File: src/rtl/emr_seq.sv
module emr_seq #(
  parameter int ADDR_W = 13,
  parameter int CNT_W  = 8
) (
  input  logic              clk,
  input  logic              rst_n,
  input  logic              req,
  input  logic              upd_pending,
  input  logic              sr_sel,
  input  logic [2:0]        pasr,
  input  logic [1:0]        tcsr,
  input  logic [1:0]        drv,
  input  logic [CNT_W-1:0]  t_rp,
  input  logic [CNT_W-1:0]  t_mrd,
  input  logic [CNT_W-1:0]  t_rfc,
  output logic [2:0]        cmd,
  output logic [ADDR_W-1:0] addr,
  output logic [1:0]        ba,
  output logic              cke,
  output logic              busy,
  output logic              done
);
  localparam logic [2:0] C_NOP = 3'd0, C_PRE = 3'd1, C_MRS = 3'd2,
                         C_AREF = 3'd3, C_SREF = 3'd4, C_ACT = 3'd5;
  localparam logic [CNT_W-1:0] ONE = CNT_W'(1);

  typedef enum logic [2:0] {S_IDLE, S_PRE, S_MRS, S_AREF, S_FIN} st_t;

  st_t              st;
  logic [CNT_W-1:0] cnt;
  logic             sr_q, upd_q, held;
  logic [6:0]       fld_q;
  logic [CNT_W-1:0] mrd_q, rfc_q;

  function automatic logic [CNT_W-1:0] eff(input logic [CNT_W-1:0] t);
    return (t == '0) ? ONE : t;
  endfunction

  wire can_start = (st == S_IDLE) || (st == S_FIN);
  wire start     = can_start && (req || held);
  wire last      = (cnt == ONE);

  assign busy = (st != S_IDLE);
  assign done = (st == S_FIN);

  always_ff @(posedge clk) begin
    if (!rst_n) begin
      st <= S_IDLE; cmd <= C_NOP; addr <= '0; ba <= '0; cke <= 1'b1;
      cnt <= '0; sr_q <= 1'b0; upd_q <= 1'b0; held <= 1'b0; fld_q <= '0;
      mrd_q <= '0; rfc_q <= '0;
    end else begin
      cmd  <= C_NOP;
      addr <= '0;
      ba   <= '0;
      if (req && !can_start) held <= 1'b1;
      case (st)
        S_IDLE, S_FIN: begin
          if (start) begin
            held  <= 1'b0;
            cmd   <= C_PRE;
            addr  <= ADDR_W'(1) << 10;
            cke   <= 1'b1;
            sr_q  <= sr_sel;
            upd_q <= upd_pending;
            fld_q <= {drv, tcsr, pasr};
            mrd_q <= eff(t_mrd);
            rfc_q <= eff(t_rfc);
            cnt   <= eff(t_rp);
            st    <= S_PRE;
          end else begin
            if (st == S_FIN && sr_q) cke <= 1'b0;
            st <= S_IDLE;
          end
        end
        S_PRE: begin
          if (!last) cnt <= cnt - ONE;
          else if (upd_q) begin
            cmd  <= C_MRS;
            ba   <= 2'd2;
            addr <= ADDR_W'(fld_q);
            cnt  <= mrd_q;
            st   <= S_MRS;
          end else if (sr_q) begin
            cmd <= C_SREF; st <= S_FIN;
          end else begin
            cmd <= C_AREF; cnt <= rfc_q; st <= S_AREF;
          end
        end
        S_MRS: begin
          if (!last) cnt <= cnt - ONE;
          else if (sr_q) begin
            cmd <= C_SREF; st <= S_FIN;
          end else begin
            cmd <= C_AREF; cnt <= rfc_q; st <= S_AREF;
          end
        end
        S_AREF: begin
          if (!last) cnt <= cnt - ONE;
          else begin
            cmd <= C_ACT; st <= S_FIN;
          end
        end
        default: st <= S_IDLE;
      endcase
    end
  end
endmodule


File: config.mk
export PLATFORM = sky130hd
export DESIGN_NAME = emr_seq
export DESIGN_NICKNAME = d
export VERILOG_FILES = /design/src/rtl/emr_seq.sv
export SDC_FILE = /design/constraint.sdc
export NUM_CORES = 1
export LEC_CHECK = 0
export BUFFER_PORTS_ARGS = -buffer_cell sky130_fd_sc_hd__buf_2
export CORE_ASPECT_RATIO = 1.4
export CORE_MARGIN = 10
export CORE_UTILIZATION = 58
export DETAILED_ROUTE_END_ITERATION = 10
export PLACE_DENSITY = 0.85
export SLEW_MARGIN = 20
export SYNTH_ARGS = -nofsm -noshare
export SYNTH_HDL_FRONTEND = slang
export SYNTH_SLANG_ARGS = --single-unit
File: constraint.sdc
create_clock -name clk -period 2.95 [get_ports clk]
set_clock_uncertainty 0.2 [all_clocks]
set_input_delay 0.295 -clock clk [delete_from_list [all_inputs] [get_ports clk]]
set_output_delay 0.295 -clock clk [all_outputs]
set_load 0.05 [all_outputs]
== Word level (Yosys, flattened, before mapping) ==
Index checks and enable logic that the tools add are counted.

* Add/subtract/negate cells: 1
* Equal/unequal tests: 10
* Multiplexer cells: 31
* Reduce and logical (&&, ||, !) cells: 19

{| class="wikitable"
|+ Operator list
! operator !! number
|-
| two-way mux 8 bit || 9
|-
| one-hot mux 8 bit (4 select lines) || 1
|-
| zero test 8 bit || 3
|-
| two-way mux 3 bit || 8
|-
| one-hot mux 3 bit (4 select lines) || 2
|-
| one-hot mux 11 bit (2 select lines) || 1
|-
| two-way mux 7 bit || 2
|-
| two-way mux 11 bit || 1
|-
| != test 2 bit (second input constant) || 5
|-
| AND reduction 3 bit || 3
|-
| equality test 8 x 1 -> 1 bit (second input constant) || 1
|-
| subtractor 8 x 1 -> 8 bit (second input constant) || 1
|-
| equality test 3 x 2 -> 1 bit (second input constant) || 2
|-
| two-way mux 1 bit || 6
|-
| AND reduction 2 bit || 2
|-
| nonzero test 4 bit || 1
|-
| equality test 3 x 1 -> 1 bit (second input constant) || 1
|-
| equality test 3 bit (second input constant) || 1
|-
| logical AND 1 bit || 3
|-
| zero test 3 bit || 1
|-
| nonzero test 3 bit || 1
|-
| logical OR 1 bit || 2
|-
| two-way mux 2 bit || 1
|-
| nonzero test 2 bit || 1
|-
| 2 further kinds || 2
|}

* Flip-flop bits (word level): 56
* Input bits: 36
* Output and inout bits: 21
* Word-level logic and storage cells: 73

== Logic depth before layout (Yosys ltp) ==
* Word-level depth: 7
* Mapped depth: 8
* Mapped depth without buffers: 7

== Worst setup path before layout ==
OpenSTA, ideal clock, no wires.

* Path type: reg2reg
* Start point: register st[1]
* End point: register cke
* Arrival time: 2.057 ns
* Data required time: 2.614 ns
* Path slack: 0.557 ns
* Cell stages (with the launch flop): 7
* Path buffers: 2
* Period minus slack after synthesis: 2.393 ns
* Path through: dfxtp_1 -> buf_4 -> clkbuf_1 -> nor3_1 -> nand2_1 -> nand2_1 -> nand3_1

* Cells in the longest elaborated chain, start to end: 5
* Elaborated cells on any way between the ends: 9
* Those cells by class: eq/ne: 1; mux: 1; reduce/logical: 7

{| class="wikitable"
|+ Ends and longest elaborated chain
! what !! RTL line !! text
|-
| start: declaration || 29 || <nowiki>st_t st;</nowiki>
|-
| start signal: assignment || 48 || <nowiki>st <= S_IDLE; cmd <= C_NOP; addr <= '0; ba <= '0; cke <= 1'b1;</nowiki>
|-
| start signal: assignment || 69 || <nowiki>st <= S_PRE;</nowiki>
|-
| start signal: assignment || 72 || <nowiki>st <= S_IDLE;</nowiki>
|-
| equality test 3 bit * || -- ||
|-
| named net done || 21 || <nowiki>output logic done</nowiki>
|-
| logical OR 1 bit || 39 || <nowiki>wire can_start = (st == S_IDLE) || (st == S_FIN);</nowiki>
|-
| logical AND 1 bit || 40 || <nowiki>wire start = can_start && (req || held);</nowiki>
|-
| nonzero test 2 bit (no source line) || -- ||
|-
| AND reduction 2 bit (no source line) || -- ||
|-
| end signal: assignment || 48 ||
|-
| end signal: assignment || 62 || <nowiki>cke <= 1'b1;</nowiki>
|-
| end signal: assignment || 71 || <nowiki>if (st == S_FIN && sr_q) cke <= 1'b0;</nowiki>
|-
| end: declaration || 19 || <nowiki>output logic cke,</nowiki>
|}

Mark *: on every way through the listed nets, which the timed path passes. The rest lies on a longest branch.
A chain may end at the register's enable or synchronous reset.

== Worst setup path in the final report ==
* Start point: register st[2]
* End point: output done

* Cells in the longest elaborated chain, start to end: 1

{| class="wikitable"
|+ Ends and longest elaborated chain
! what !! RTL line !! text
|-
| equality test 3 bit || 44 || <nowiki>assign done = (st == S_FIN);</nowiki>
|-
| end: declaration || 21 ||
|}

Every way passes these cells.

==> load_flow_metrics.sql <==
INSERT INTO impl_metrics (metric_group, metric, value, unit) VALUES
('status', 'status', 'finished, final reports clean', ''),
('timing', 'timing.final.ws_setup', '672', 'ps'),
('cells_and_area', 'multiInputGateArea', '1380', 'sq um'),
('critical_path', 'rr_startpoint', 'cnt[1]', ''),
('drt', 'vias', '2254', ''),
('clocking', 'clock-root-buffer', 'clkbuf_8', ''),
('yosys', 'synth_edf_count', '0', ''),
('cells_and_area', 'antenna_cells', '0', ''),
('drt', 'route.final.wire_length', '6.13', 'mm'),
('timing', 'relSlewSlack', '0.548', ''),
('critical_path', 'worstPathRequired', '2460', 'ps'),
('clocking', 'postCtsSetupRepairBufs', '0', ''),
('placed_design', 'placement.io_buffers', '50', ''),
('global_routing', 'grt_pass1_wl', '10.1', 'mm'),
('drt', 'met1_length', '2.55', 'mm'),
('power', 'irDropWorstVdd', '428', 'uV'),
('yosys', 'postSynthCellCount', '296', ''),
('floorplanning', 'coreArea', '4200', 'sq um'),
('clocking', 'clkLatencyLatePin', '300', 'ps'),
('drt', 'first_iter_violations', '199', ''),
('yosys', 'synth_seq_cells', '50', ''),
('yosys', 'postSynth.asyncResetShare', '0', ''),
('critical_path', 'worst-r2r-setup-slack', '790', 'ps'),
('placed_design', 'routabilityCongestion', '0.988', ''),
('timing', 'timing.final.setup_violations', '0', ''),
('drt', 'routed_wire_length_per_instance', '16.0', 'microns'),
('yosys', 'synth.avg_cell_area', '8.50', 'sq um'),
('timing', 'fin_setup_tns', '0', 'ps'),
('global_routing', 'grt_start_max_net_pins', '28', ''),
('power', 'power_density', '952', 'nW/um^2'),
('clocking', 'tritoncts_num_sinks', '50', ''),
('critical_path', 'crit_path_max_fanout', '14', ''),
('critical_path', 'criticalPathCategory', 'reg2out', ''),
('placed_design', 'dp_worst_setup_slack', '800', 'ps'),
('cells_and_area', 'final.fill_count', '368', ''),
('yosys', 'post_synth_fa_ha_maj_area_fraction', '0.00995', ''),
('yosys', 'muxShareOfSynthArea', '0.0318', ''),
('cells_and_area', 'register_area', '1000', 'sq um'),
('drt', 'route.met3.wl', '484', 'microns'),
('timing', 'grt_setup_unrepaired', 'false', ''),
('placed_design', 'place_area', '2730', 'sq um'),
('drt', 'top_layer_used', 'met4', ''),
('clocking', 'clkSlewWorstSetupHoldPaths', '90', 'ps'),
('critical_path', 'critical_path.reg2reg.endpoint', 'addr[4]', ''),
('cells_and_area', 'drive_above_1_share', '0.219', ''),
('drt', 'post_drt_via_cell_ratio', '5.89', ''),
('timing', 'slew_violations', '0', ''),
('clocking', 'cts_resized', '0', ''),
('drt', 'antenna_violating_nets_post_route', '0', ''),
('min_path', 'min_delay_path_depth', '3', ''),
('yosys', 'synthXorXnorAreaFrac', '0.0139', ''),
('clocking', 'tritoncts', 'yes', ''),
('critical_path', 'startpoint', 'st[2]', ''),
('drt', 'drt_pass1_iterations', '4', ''),
('min_path', 'holdCritPathClass', 'in2reg', ''),
('global_routing', 'grt_util_all_layers', '0.169', ''),
('yosys', 'share_of_synthesized_cell_area_in_and_or_nand_and_nor_gates', '0.225', ''),
('critical_path', 'reg2regPathDepth', '7', ''),
('min_path', 'min-delay-start', 'tcsr[1]', ''),
('clocking', 'ctsHtreeMaxLevel', '2', ''),
('yosys', 'synth_top_family_by_area', 'compound AO/OA/AOI/OAI gates', ''),
('critical_path', 'worst_ep_arrival_time', '1780', 'ps'),
('critical_path', 'timing.critical_path.from_type', 'flip-flop', ''),
('yosys', 'post_synthesis_instance_area', '2510', 'sq um'),
('yosys', 'ys_dominant_reg_cell', 'dfxtp_1', ''),
('yosys', 'synth.yosys.seq_area_share', '0.398', ''),
('yosys', 'synth_compound_gate_area_share', '0.253', ''),
('clocking', 'clock_buffer_count_from_cts', '5', ''),
('min_path', 'min_to', 'fld_q[4]', ''),
('timing', 'worstMarginPinSlew', '675', 'ps'),
('cells_and_area', 'fin_nets', '376', '');
==> flip-flops by register name, summed over array words and instances (netlist names), 3 cells and up <==
name,count
cnt,8
addr,8
mrd_q,8
cmd,3
fld_q,7
rfc_q,8
st,3
==> layer usage <==
| metal | GRT usage | vias to the layer above |
|---|---|---|
| li1 | - | 1115 |
| met1 | 0.205 | 1019 |
| met2 | 0.263 | 102 |
| met3 | 0.0355 | 18 |
| met4 | 0.102 | 0 |
| met5 | 0 | - |
==> kinds of logic after synthesis <==
group,Yosys count
buffers and inverters,29
adders and majority gates,2
and+or+nand+nor,113
DFF,50
other,1
AOI/OAI and AO/OA,89
xor gates and xnor gates,4
muxes,8
==> how the worst max path moves through the flow <==
stage / slack, ps / endpoint
after floorplan: 560 / cke
after global placement: 900 / addr[0]
after detailed placement: 800 / cnt[6]
after CTS: 700 / done
after global routing: 530 / done
final: 670 / done
==> cell usage in the layout, fill, tap and decap left out, types with 4 or more instances in the layout <==
master	instances
a21oi_1	17
a21boi_0	23
nor3_1	4
and2_1	8
o21ai_0	12
mux2i_1	8
buf_2	50
nor2_1	18
conb_1	6
inv_1	6
dfxtp_1	50
clkbuf_8	5
nand2_1	56
nand3_1	5
o2bb2ai_1	4
nor2b_1	4
==> per-stage QoR <==
step                      power, mW   util  instances
after floorplan                2.02      -        301
after global placement         2.25  0.648        376
after detailed placement       2.28  0.648        376
after CTS                      2.66  0.668        383
after global routing           2.86  0.670        383
final                          2.68  0.670        383
==> area by class of cell <==
| class | instances | area share |
|---|---|---|
| inverters | 6 | 0.00800 |
| flip-flops and latches | 50 | 0.356 |
| well taps | 45 | 0.0200 |
| clock inverters | 2 | 0.00489 |
| multi-input cells | 222 | 0.490 |
| repair buffers | 53 | 0.0969 |
| clock buffers | 5 | 0.0244 |
==> worst max-delay path, cell delays in order (launching register included) <==
cell     delay, ps
dfxtp_1        650
inv_1          220
nor3_1         300
buf_2          320
==> synthesized netlist by cell type, types with 5 or more instances <==
master / count / area [sq um]
nand2_1: 56 / 210
dfxtp_1: 50 / 1000
a21boi_0: 23 / 173
nor2_1: 18 / 67.6
a21oi_1: 17 / 85.1
o21ai_0: 12 / 60.1
and2_1: 8 / 50.1
clkbuf_1: 8 / 30.0
mux2i_1: 8 / 80.1
buf_4: 7 / 52.6
buf_2: 6 / 30.0
inv_1: 6 / 22.5
nand3_1: 5 / 25.0
==> where the power goes <==
group / internal, mW / total (mW) / switching, mW
logic: 0.470 / 1.25 / 0.777
registers: 0.828 / 1.05 / 0.218
clock network: 0.164 / 0.387 / 0.222
No activity file was read; power rests on OpenSTA's default activity.
